==> src/rtl/brownout_pkg.sv <==
package brownout_pkg;
  typedef enum logic [1:0] {
    CFG_OFF     = 2'b00,
    CFG_FW      = 2'b01,
    CFG_HW_WAKE = 2'b10,
    CFG_HW_ON   = 2'b11
  } bo_cfg_e;

  typedef enum logic [1:0] {
    ST_IDLE  = 2'b00,
    ST_HOLD  = 2'b01,
    ST_DELAY = 2'b10
  } bo_state_e;
endpackage

==> src/rtl/bo_sync.sv <==
module bo_sync #(
  parameter int STAGES = 2
) (
  input  logic clk_i,
  input  logic por_i,
  input  logic d_i,
  output logic q_o
);
  logic [STAGES-1:0] chain;

  genvar g;
  generate
    for (g = 0; g < STAGES; g++) begin : g_stage
      if (g == 0) begin : g_first
        always_ff @(posedge clk_i or posedge por_i) begin
          if (por_i) chain[0] <= 1'b0;
          else       chain[0] <= d_i;
        end
      end else begin : g_next
        always_ff @(posedge clk_i or posedge por_i) begin
          if (por_i) chain[g] <= 1'b0;
          else       chain[g] <= chain[g-1];
        end
      end
    end
  endgenerate

  assign q_o = chain[STAGES-1];
endmodule

==> src/rtl/bo_enable_dec.sv <==
module bo_enable_dec
  import brownout_pkg::*;
(
  input  logic [1:0] mode_i,
  input  logic       sw_en_i,
  input  logic       sleep_i,
  output logic       armed_o,
  output logic       sw_rd_o
);
  bo_cfg_e cfg;
  assign cfg = bo_cfg_e'(mode_i);

  always_comb begin
    armed_o = 1'b0;
    sw_rd_o = 1'b0;
    unique case (cfg)
      CFG_OFF:     armed_o = 1'b0;
      CFG_FW: begin
        armed_o = sw_en_i;
        sw_rd_o = sw_en_i;
      end
      CFG_HW_WAKE: armed_o = ~sleep_i;
      CFG_HW_ON:   armed_o = 1'b1;
      default:     armed_o = 1'b0;
    endcase
  end
endmodule

==> src/rtl/bo_fsm.sv <==
module bo_fsm
  import brownout_pkg::*;
#(
  parameter int FILT_CYC  = 200,
  parameter int PWRUP_CYC = 65536,
  parameter int CW        = 17
) (
  input  logic          clk_i,
  input  logic          por_i,
  input  logic          low_i,
  input  logic          armed_i,
  input  logic          pwrup_en_i,
  output bo_state_e     st_o,
  output logic [CW-1:0] cnt_o,
  output logic          trip_o
);
  localparam logic [CW-1:0] FILT_LIM  = CW'(FILT_CYC);
  localparam logic [CW-1:0] PWRUP_LIM = CW'(PWRUP_CYC - 1);

  bo_state_e     st_q, st_d;
  logic [CW-1:0] cnt_q, cnt_d;

  always_comb begin
    st_d  = st_q;
    cnt_d = cnt_q;
    unique case (st_q)
      ST_IDLE: begin
        if (armed_i && low_i) begin
          if (cnt_q == FILT_LIM) begin
            st_d  = ST_HOLD;
            cnt_d = '0;
          end else begin
            cnt_d = cnt_q + 1'b1;
          end
        end else begin
          cnt_d = '0;
        end
      end
      ST_HOLD: begin
        cnt_d = '0;
        if (!low_i) st_d = pwrup_en_i ? ST_DELAY : ST_IDLE;
      end
      ST_DELAY: begin
        if (low_i) begin
          st_d  = ST_HOLD;
          cnt_d = '0;
        end else if (cnt_q == PWRUP_LIM) begin
          st_d  = ST_IDLE;
          cnt_d = '0;
        end else begin
          cnt_d = cnt_q + 1'b1;
        end
      end
      default: begin
        st_d  = ST_IDLE;
        cnt_d = '0;
      end
    endcase
  end

  always_ff @(posedge clk_i or posedge por_i) begin
    if (por_i) begin
      st_q  <= ST_IDLE;
      cnt_q <= '0;
    end else begin
      st_q  <= st_d;
      cnt_q <= cnt_d;
    end
  end

  assign st_o   = st_q;
  assign cnt_o  = cnt_q;
  assign trip_o = (st_d == ST_HOLD) && (st_q != ST_HOLD);
endmodule

==> src/rtl/brownout_ctl.sv <==
module brownout_ctl
  import brownout_pkg::*;
#(
  parameter int FILT_CYC    = 200,
  parameter int PWRUP_CYC   = 65536,
  parameter int SYNC_STAGES = 2
) (
  input  logic       clk_i,
  input  logic       por_i,
  input  logic       supply_low_i,
  input  logic [1:0] mode_i,
  input  logic       sw_en_i,
  input  logic       sleep_i,
  input  logic       pwrup_en_i,
  input  logic       flag_set_i,
  output logic       rst_req_o,
  output logic       flag_o,
  output logic       sw_en_rd_o
);
  localparam int MAXC = (FILT_CYC > PWRUP_CYC) ? FILT_CYC : PWRUP_CYC;
  localparam int CW   = $clog2(MAXC + 1);

  logic          low_s;
  logic          armed;
  bo_state_e     st;
  logic [CW-1:0] cnt;
  logic          trip;
  logic          flag_q;

  bo_sync #(.STAGES(SYNC_STAGES)) u_sync (
    .clk_i (clk_i),
    .por_i (por_i),
    .d_i   (supply_low_i),
    .q_o   (low_s)
  );

  bo_enable_dec u_dec (
    .mode_i  (mode_i),
    .sw_en_i (sw_en_i),
    .sleep_i (sleep_i),
    .armed_o (armed),
    .sw_rd_o (sw_en_rd_o)
  );

  bo_fsm #(
    .FILT_CYC  (FILT_CYC),
    .PWRUP_CYC (PWRUP_CYC),
    .CW        (CW)
  ) u_fsm (
    .clk_i      (clk_i),
    .por_i      (por_i),
    .low_i      (low_s),
    .armed_i    (armed),
    .pwrup_en_i (pwrup_en_i),
    .st_o       (st),
    .cnt_o      (cnt),
    .trip_o     (trip)
  );

  always_ff @(posedge clk_i or posedge por_i) begin
    if (por_i)           flag_q <= 1'b0;
    else if (trip)       flag_q <= 1'b0;
    else if (flag_set_i) flag_q <= 1'b1;
  end

  assign flag_o    = flag_q;
  assign rst_req_o = por_i | (st == ST_HOLD) | (st == ST_DELAY);
endmodule

==> config.mk <==
export PLATFORM = sky130hd
export DESIGN_NAME = brownout_ctl
export DESIGN_NICKNAME = d
export VERILOG_FILES = /design/src/rtl/brownout_pkg.sv /design/src/rtl/bo_sync.sv /design/src/rtl/bo_enable_dec.sv /design/src/rtl/bo_fsm.sv /design/src/rtl/brownout_ctl.sv
export SDC_FILE = /design/constraint.sdc
export NUM_CORES = 1
export LEC_CHECK = 0
export CAP_MARGIN = 20
export CORE_ASPECT_RATIO = 1.2
export CORE_UTILIZATION = 50
export CTS_BUF_LIST = sky130_fd_sc_hd__clkbuf_8 sky130_fd_sc_hd__clkbuf_16
export CTS_CLUSTER_DIAMETER = 200
export CTS_CLUSTER_SIZE = 14
export DETAILED_ROUTE_END_ITERATION = 8
export DONT_BUFFER_PORTS = 1
export PLACE_DENSITY = 0.77
export SETUP_SLACK_MARGIN = 0.15
export SYNTH_ARGS = -nofsm -noshare
export SYNTH_HDL_FRONTEND = slang
export SYNTH_SLANG_ARGS = --single-unit
==> constraint.sdc <==
create_clock -name clk_i -period 2.95 [get_ports clk_i]
set_clock_uncertainty 0.1 [all_clocks]
set_input_delay 0.885 -clock clk_i [delete_from_list [all_inputs] [get_ports clk_i]]
set_output_delay 0.885 -clock clk_i [all_outputs]
set_load 0.01 [all_outputs]
==> results_dict.tcl, run 1 <==
set metrics [dict create \
    grt.busiest_layer "met2" \
    fin_ws_ps 623 \
    hpwl_um 1520 \
    cp.required_ps 2980 \
    drv_cap 0 \
    area_delta_synth_final_pct 7.92 \
    path_cells "ha_1, nand3_1, nor4_2, nand3_1, inv_1, ha_1, nor3_1, a31oi_4, nor2_1" \
    die_h_um 55.0 \
    synth_fa_ha_area_share_pct 4.28 \
    drtPass1Iterations 4 \
    n_fill_cell 185 \
    power_density_nw_per_um2 432 \
    peakVddDrop_uv 333 \
    cp_max_fo 16 \
    critical_path_arrival_ps 2360 \
    use_met2_pct 31.9 \
    row_count 18 \
    worstMarginPinSlew_ps 469 \
    post_cts_buffers 0 \
    clkTransAtPathRegs_ps 70 \
    max_freq_mhz 430 \
    postRouteAntennaNets 0 \
    power.leakage_nw 0.494 \
    antenna_found_initial 0 \
    ff2ff_path_depth 9 \
    io_buffers 0 \
    clock_latency_ps 260 \
    netlist_area_um2 1170 \
    avgSynthCellArea_um2 10.1 \
    synth-simple-area-share_pct 28.3 \
    finalHoldViolCount 0 \
    core-area_um2 2140 \
    cts_repair_resize_count 0 \
    synth_mux_area_share_pct 0 \
    gp_congestion 0.926 \
    n_antenna_cell 0 \
    ys_seq_area_share_pct 47.1 \
    cts_root_buf "clkbuf_8" \
    pre_cts_slack_ps 611 \
    ys_ff_latch 22 \
    path_delay_family "simple AND/OR/NAND/NOR gates" \
    hp-class "reg -> reg" \
    use_met3_pct 2.92 \
    synth_xor_area_share_pct 10.5 \
    clock_path_buffers 2 \
    critPathMaxStageDelay_ps 410 \
    grt-ovfl-total 0 \
    worstPathBufferInverterCount 1 \
    reg2reg_from "u_fsm.cnt_o[0]$_DFF_PP0_" \
    holdPathEnd "u_sync.q_o$_DFF_PP0_" \
    wl_um 2030 \
    ff2ff_setup_slack_ps 620 \
    cts_tree "done" \
    dieArea_um2 2540 \
    post_drt_wl_per_cell_um 13.6 \
    layout-drive-gt1-share_pct 10.8 \
    synth_compound_area_share_pct 6.64 \
    grt_pass1_vias 779 \
    synth_top_family_by_area "simple AND/OR/NAND/NOR gates" \
    worstHoldStart "u_sync.chain[0]$_DFF_PP0_" \
    start_kind "register" \
    grt_usage_pct 18.8 \
    relSlewSlack_pct 68.7 \
    cts_num_sinks 22 \
    grt_setup_unrepaired "false" \
    fin_crit_sh_pct 78.9 \
    fin_setup_tns_ps 0 \
    grt_max_degree 23 \
    crit_slowest_cell "dfrtp_1" \
    grt_pass1_wl_um 3340 \
    fin_crit_ps 2330 \
    setup_viol 0 \
    io_pins 12 \
    htreeDepth 1 \
    initial_core_util_pct 54.6 \
    layout.nets 134 \
    num_vias 823 \
    drc_errors 0 \
    die_width_um 46.1 \
    synth_nets 129 \
    syn_inst 116 \
    reg2reg_to "u_fsm.cnt_o[11]$_DFF_PP0_" \
    numCtsBuffers 3 \
    slew_viol_final 0 \
    yosys_warnings 0 \
    grt.met1_usage_pct 23.2 \
    whs_path_depth 0 \
    layout_common_cells "22 x nor2_1, 22 x dfrtp_1, 13 x xnor2_1, 8 x inv_1, 7 x nand3_1" \
    end_kind "register" \
    vias_per_cell 5.49 \
    drt_iter0_drc 10 \
    hold_buffers 0 \
    yosysUniqueCellTypes 28 \
    crit_type "reg -> reg" \
    status "complete, no violations" \
]
==> cell type report <==
type,instances,area [um^2],area share [%]
multi-input cells,85,581,46.0
flip-flops and latches,22,551,43.7
clock buffers,4,55.1,4.37
well taps,30,37.5,2.98
inverters,8,30.0,2.38
repair buffers,1,7.51,0.595
==> cell families (layout without fill, tap and decap cells) <==
logic type,Yosys count,count (layout)
AOI/OAI and AO/OA,9,9
xor gates and xnor gates,14,14
and+or+nand+nor,58,58
buffers and inverters,9,13
DFF,22,22
adders and majority gates,4,4
==> cells in the mapped netlist <==
library cell / number / share of area, %
dfrtp_1: 22 / 47
nor2_1: 22 / 7.1
xnor2_1: 13 / 9.7
inv_1: 8 / 2.6
nand3_1: 7 / 3.0
nand2_1: 6 / 1.9
nor3_1: 5 / 2.1
ha_1: 4 / 4.3
nor4_1: 4 / 2.1
o21ai_0: 3 / 1.3
nand2b_1: 2 / 1.1
nand4_1: 2 / 1.1
nand4_2: 2 / 2.1
nor4_2: 2 / 2.1
a31o_2: 1 / 0.75
a31oi_1: 1 / 0.54
a31oi_4: 1 / 1.8
and2_1: 1 / 0.54
and3_1: 1 / 0.54
and4bb_1: 1 / 1.1
and4bb_2: 1 / 1.1
buf_4: 1 / 0.64
nor2b_1: 1 / 0.54
nor4_4: 1 / 1.8
o21a_1: 1 / 0.64
o22a_1: 1 / 0.75
o32a_1: 1 / 0.86
xor2_1: 1 / 0.75
==> flip-flops by register name, indices dropped and copies added, names as in the netlist <==
| name | count |
|---|---|
| u_fsm.cnt_o | 17 |
| u_fsm.st_o | 2 |
| flag_o | 1 |
| u_sync.chain | 1 |
| u_sync.q_o | 1 |
==> layer usage <==
metal | wire length, um | up-vias
met1 | 903 | 393
li1 | - | 407
met3 | 53 | 4
met2 | 1030 | 19
met5 | 0 | -
met4 | 42 | 0
==> stage by stage <==
step	hold WS (ps)	cells	utilization [%]	power [mW]	area, um^2
after CTS	255	150	58.9	0.550	1260
final	252	150	58.9	0.544	1260
after floorplan	231	116	-	0.334	1170
after detailed placement	237	146	56.4	0.340	1210
after global placement	233	146	56.4	0.338	1210
after global routing	275	150	58.9	0.561	1260
==> power by group <==
part	switching, mW	internal (mW)	leakage [nW]
Combinational	0.0164	0.00820	0.169
Clock	0.0920	0.119	0.0288
Sequential	0.00410	0.305	0.296
==> worst max-delay path by stage <==
stage	startpoint	endpoint	slack (ps)	depth (start not counted)
final	u_fsm.cnt_o[0]$_DFF_PP0_	u_fsm.cnt_o[11]$_DFF_PP0_	620	9
after global placement	u_fsm.cnt_o[0]$_DFF_PP0_	u_fsm.cnt_o[2]$_DFF_PP0_	730	9
after CTS	u_fsm.cnt_o[0]$_DFF_PP0_	u_fsm.cnt_o[11]$_DFF_PP0_	600	9
after global routing	u_fsm.cnt_o[0]$_DFF_PP0_	u_fsm.cnt_o[6]$_DFF_PP0_	360	9
after floorplan	por_i	rst_req_o	290	2
after detailed placement	u_fsm.cnt_o[0]$_DFF_PP0_	u_fsm.cnt_o[8]$_DFF_PP0_	610	9
No activity file was read; power rests on OpenSTA's default activity.
==> run 2: changes to the inputs <==
==> constraint.sdc (replaced) <==
create_clock -name clk_i -period 2.3 [get_ports clk_i]
set_clock_uncertainty 0.1 [all_clocks]
set_input_delay 0.69 -clock clk_i [delete_from_list [all_inputs] [get_ports clk_i]]
set_output_delay 0.69 -clock clk_i [all_outputs]
set_load 0.01 [all_outputs]
==> run 2 against run 1 <==
Non-clock buffer count up 4. Sequential power is 29% higher. Combinational power up 61%. Count of clock-buffer cells in the layout is 1 lower. Register-to-register slack lost 350 ps. Utilization is 4.6 points higher. Critical endpoint is now flag_o$_DFFE_PP0P_. Highest routed layer unchanged.
==> results_dict.tcl, run 2 (same netlist as run 1, synthesis figures left out) <==
set metrics [dict create \
    htreeDepth 1 \
    io_pins 12 \
    clock_latency_ps 260 \
    initial_core_util_pct 54.6 \
    n_fill_cell 174 \
    grt_usage_pct 19.2 \
    row_count 18 \
    worstPathBufferInverterCount 1 \
    hpwl_um 1510 \
    io_buffers 0 \
    cp_max_fo 5 \
    grt_max_degree 23 \
    worstMarginPinSlew_ps 380 \
    layout_common_cells "22 x nor2_1, 20 x dfrtp_1, 13 x xnor2_1, 7 x inv_1" \
    final_cell_area_um2 1360 \
    grt-ovfl-total 0 \
    vias_per_cell 5.46 \
    power_density_nw_per_um2 577 \
    final_common_cell "nor2_1" \
    layout-drive-gt1-share_pct 17.7 \
    relSlewSlack_pct 74.4 \
    finalHoldViolCount 0 \
    layout.nets 138 \
    grt_pass1_vias 830 \
    die_width_um 46.1 \
    cts_tree "done" \
    die_h_um 55.0 \
    num_vias 841 \
    cts_num_sinks 22 \
    status "complete, no violations" \
    crit_type "reg -> reg" \
    whs_ps 253 \
    grt_pass1_wl_um 3350 \
    drt_iter0_drc 9 \
    total_power_uw 785 \
    critical_path_arrival_ps 2070 \
    crit_slowest_cell "dfrtp_2" \
    fin_crit_ps 2030 \
    clkTransAtPathRegs_ps 70 \
    max_freq_mhz 493 \
    end_kind "register" \
    power.leakage_nw 0.532 \
    hold_buffers 0 \
    drv_cap 0 \
    postRouteAntennaNets 0 \
    seq_area_um2 553 \
    n_antenna_cell 0 \
    drtPass1Iterations 4 \
    gp_congestion 0.845 \
    slew_viol_final 0 \
    cts_root_buf "clkbuf_8" \
    numCtsBuffers 3 \
    place_area_um2 1240 \
    dieArea_um2 2540 \
    peakVddDrop_uv 421 \
    drc_errors 0 \
    largest_reg_flops 17 \
    fin_setup_tns_ps 0 \
    area_delta_synth_final_pct 16.4 \
    grt_setup_unrepaired "false" \
    setup_viol 0 \
    wl_um 2040 \
    fin_crit_sh_pct 88.1 \
    critPathMaxStageDelay_ps 420 \
    clock_path_buffers 2 \
    core-area_um2 2140 \
    path_delay_family "simple AND/OR/NAND/NOR gates" \
    cp.required_ps 2340 \
    start_kind "register" \
    antenna_found_initial 0 \
    path_cells "ha_4, nand3_4, nor4_4, nand3_1, inv_1, ha_1, o22a_1, nor2_1, o32a_1" \
    multi_input_area_um2 614 \
    post_drt_wl_per_cell_um 13.2 \
    hp-class "reg -> reg" \
]
[run 2: through the flow]
| stage | cells | worst slack [ps] | utilization, % |
|---|---|---|---|
| floorplan | 116 | 227 | - |
| global route | 154 | 152 | 63.6 |
| finish | 154 | 273 | 63.6 |
| global placement | 149 | 324 | 58.2 |
| detailed placement | 149 | 243 | 58.2 |
| CTS | 153 | 232 | 61.5 |
[run 2: area by class of cell]
class                           count  share of cell area [%]
Timing Repair Buffer                5                    3.68
Clock inverter                      1                    2.21
Multi-Input combinational cell     85                    45.2
Clock buffer                        3                    3.04
Tap cell                           30                    2.76
Inverter                            8                    2.48
Sequential cell                    22                    40.7
[run 2: per-layer routing]
layer | global-route usage, % | vias up | part of all wire, %
met3 | 3.90 | 4 | 1.8
met5 | 0 | - | 0
met1 | 20.5 | 410 | 44
li1 | - | 414 | -
met2 | 34.3 | 13 | 52
met4 | 11.8 | 0 | 2.3
[run 2: worst paths after layout]
| check | startpoint | depth (start not counted) | to | slack [ps] |
|---|---|---|---|---|
| min | u_sync.chain[0]$_DFF_PP0_ | 0 | u_sync.q_o$_DFF_PP0_ | 250 |
| max in group asynchronous | por_i | 2 | u_fsm.cnt_o[1]$_DFF_PP0_ | 1600 |
| min in group asynchronous | por_i | 2 | u_fsm.cnt_o[11]$_DFF_PP0_ | 270 |
| max | u_fsm.cnt_o[0]$_DFF_PP0_ | 9 | flag_o$_DFFE_PP0P_ | 270 |
| max reg2reg | u_fsm.cnt_o[0]$_DFF_PP0_ | 9 | flag_o$_DFFE_PP0P_ | 270 |
| min reg2reg | u_sync.chain[0]$_DFF_PP0_ | 0 | u_sync.q_o$_DFF_PP0_ | 250 |
[run 2: report_power, final]
part           internal [mW]  switching, mW  total, mW
logic                 0.0170         0.0227     0.0397
registers              0.392        0.00644      0.398
clock network          0.232          0.115      0.347
[run 2: what timing repair did]
item / CTS / global route
gates resized for setup: 0 / 7
setup endpoints to repair: 0 / 17
buffers inserted: 0 / 1
[run 2: worst reg2reg max path: cells and delay by family, from the launching register on]
family	cells	cell delay [ps]
compound gates	2	440
flops	1	420
fa+ha+maj	2	320
buf+inv	1	70
simple gates	4	570
==> run 3: changes to the inputs <==
--- a/config.mk
+++ b/config.mk
@@ -7,13 +7,13 @@
 export LEC_CHECK = 0
 export CAP_MARGIN = 20
 export CORE_ASPECT_RATIO = 1.2
-export CORE_UTILIZATION = 50
+export CORE_UTILIZATION = 60
 export CTS_BUF_LIST = sky130_fd_sc_hd__clkbuf_8 sky130_fd_sc_hd__clkbuf_16
 export CTS_CLUSTER_DIAMETER = 200
 export CTS_CLUSTER_SIZE = 14
 export DETAILED_ROUTE_END_ITERATION = 8
 export DONT_BUFFER_PORTS = 1
-export PLACE_DENSITY = 0.77
+export PLACE_DENSITY = 0.88
 export SETUP_SLACK_MARGIN = 0.15
 export SYNTH_ARGS = -nofsm -noshare
 export SYNTH_HDL_FRONTEND = slang
==> run 3 against run 2 <==
Global-route usage grew 5.0 points. Utilization grew 12 points. Non-clock buffer count grew 6. Count of clock-buffer cells in the layout grew 1. Clock power shrank 19%. Critical endpoint unchanged. Largest power group unchanged.
==> results_dict.tcl, run 3 (same netlist as run 1, synthesis figures left out) <==
set metrics [dict create \
    fin_cells 149 \
    layout-drive-gt1-share_pct 23.8 \
    end_kind "register" \
    path_cells "ha_4, nand3_2, nor4_4, nand3_1, inv_1, ha_4, o22a_1, nor2_1, o32a_1" \
    n_antenna_cell 0 \
    power_density_nw_per_um2 522 \
    cpMostUsedCell "ha_4" \
    core-area_um2 1830 \
    wl_met1_um 1060 \
    wl_um 2590 \
    total_power_uw 719 \
    hold_buffers 0 \
    reg2reg_from "u_fsm.cnt_o[0]$_DFF_PP0_" \
    worstMarginPinSlew_ps 429 \
    met2_length_um 1300 \
    placed_cells 138 \
    final_common_cell "nor2_1" \
    slew_viol_final 0 \
    die_h_um 50.3 \
    crit_type "reg -> reg" \
    grt_setup_unrepaired "false" \
    clock_latency_ps 270 \
    hp-class "in -> async" \
    status "complete, no violations" \
    num_vias 945 \
    reg2reg_to "flag_o$_DFFE_PP0P_" \
    drc_errors 0 \
    largest_reg_flops 17 \
    drtPass1Iterations 4 \
    area_delta_synth_final_pct 17.9 \
    n_fill_cell 110 \
    grt_max_degree 23 \
    numCtsBuffers 3 \
    ff2ff_setup_slack_ps 160 \
    max_freq_mhz 468 \
    io_buffers 0 \
    cts_root_buf "clkbuf_8" \
    drv_cap 0 \
    cts_tree "done" \
    met3WireLength_um 125 \
    clock_path_buffers 2 \
    drt_iter0_drc 35 \
    fin_crit_sh_pct 92.8 \
    cp_max_fo 4 \
    power.leakage_nw 0.553 \
    post_drt_wl_per_cell_um 17.4 \
    cp.required_ps 2360 \
    postRouteAntennaNets 0 \
    finalHoldViolCount 0 \
    cts_num_sinks 22 \
    crit_slowest_cell "dfrtp_1" \
    hpwl_um 1640 \
    fin_setup_tns_ps 0 \
    fin_crit_ps 2140 \
    gp_congestion 0.798 \
    setup_viol 0 \
    grt_pass1_vias 856 \
    ff2ff_path_depth 9 \
    io_pins 12 \
    critPathMaxStageDelay_ps 450 \
    layout.nets 144 \
    grt_pass1_wl_um 3710 \
    start_kind "register" \
    die_width_um 42.3 \
    critical_path_arrival_ps 2190 \
    grt_usage_pct 24.2 \
    vias_per_cell 6.34 \
    htreeDepth 1 \
    relSlewSlack_pct 71.2 \
    row_count 17 \
    grt-ovfl-total 0 \
    dieArea_um2 2130 \
    antenna_found_initial 0 \
    peakVddDrop_uv 442 \
    layout_common_cells "22 x nor2_1, 19 x dfrtp_1, 13 x xnor2_1, 10 x buf_4, 7 x inv_1" \
    clkTransAtPathRegs_ps 80 \
    routed.top_layer "met4" \
    initial_core_util_pct 63.9 \
]
run 3: cell count changes in the layout (fill, tap and decap cells not counted), sizes merged:
| cell | change |
|---|---|
| bufinv | -1 |
| clkbuf | +1 |
| buf | +6 |
run 3: per-layer routing:
layer | vias up | track usage, %
li1 | 427 | -
met5 | - | 0
met1 | 459 | 27.3
met4 | 0 | 17.2
met2 | 48 | 41.5
met3 | 11 | 3.24
run 3: critical path, delay by kind of cell, from the launching register on:
family,cells,cell delay [ps]
buf+inv,1,120
simple gates,4,630
compound gates,2,420
fa+ha+maj,2,310
flops,1,450
run 3: how the worst max path moves through the flow:
stage / from / endpoint / slack, ps / cells past startpoint
6_report: u_fsm.cnt_o[0]$_DFF_PP0_ / flag_o$_DFFE_PP0P_ / 160 / 9
5_1_grt: u_fsm.cnt_o[0]$_DFF_PP0_ / flag_o$_DFFE_PP0P_ / 40 / 9
4_1_cts: u_fsm.cnt_o[6]$_DFF_PP0_ / u_fsm.cnt_o[3]$_DFF_PP0_ / 180 / 9
3_5_place_dp: u_fsm.cnt_o[0]$_DFF_PP0_ / u_fsm.cnt_o[3]$_DFF_PP0_ / 220 / 10
3_3_place_gp: u_fsm.cnt_o[6]$_DFF_PP0_ / u_fsm.cnt_o[3]$_DFF_PP0_ / 300 / 9
2_1_floorplan: por_i / rst_req_o / 230 / 2
run 3: layout make-up:
| class | count | area (um^2) | share of cell area, % |
|---|---|---|---|
| clock buffer | 4 | 55.1 | 4.00 |
| multi-input combinational | 85 | 624 | 45.3 |
| inverter | 8 | 33.8 | 2.45 |
| sequential | 22 | 554 | 40.2 |
| tap | 19 | 23.8 | 1.73 |
| timing repair buffer | 11 | 86.3 | 6.27 |
run 3: repair_timing:
item / 4_1_cts / 5_1_grt
setup buffers: 0 / 7
endpoints found under the hold margin: 0 / 0
endpoints found under the setup margin: 0 / 17
gates resized for setup: 0 / 11
run 3: report_power, final:
group / internal (mW) / leakage, nW / switching (mW)
clock network: 0.153 / 0.0288 / 0.127
registers: 0.391 / 0.291 / 0.00658
logic: 0.0182 / 0.233 / 0.0242
run 3: metrics by stage:
stage / setup slack (ps) / cell area, um^2 / util, % / hold slack [ps]
2_1_floorplan: 227 / 1170 / - / 231
3_3_place_gp: 303 / 1220 / 66.6 / 235
3_5_place_dp: 223 / 1220 / 66.6 / 236
4_1_cts: 178 / 1270 / 69.6 / 267
5_1_grt: 40.6 / 1380 / 75.3 / 276
6_report: 165 / 1380 / 75.3 / 255
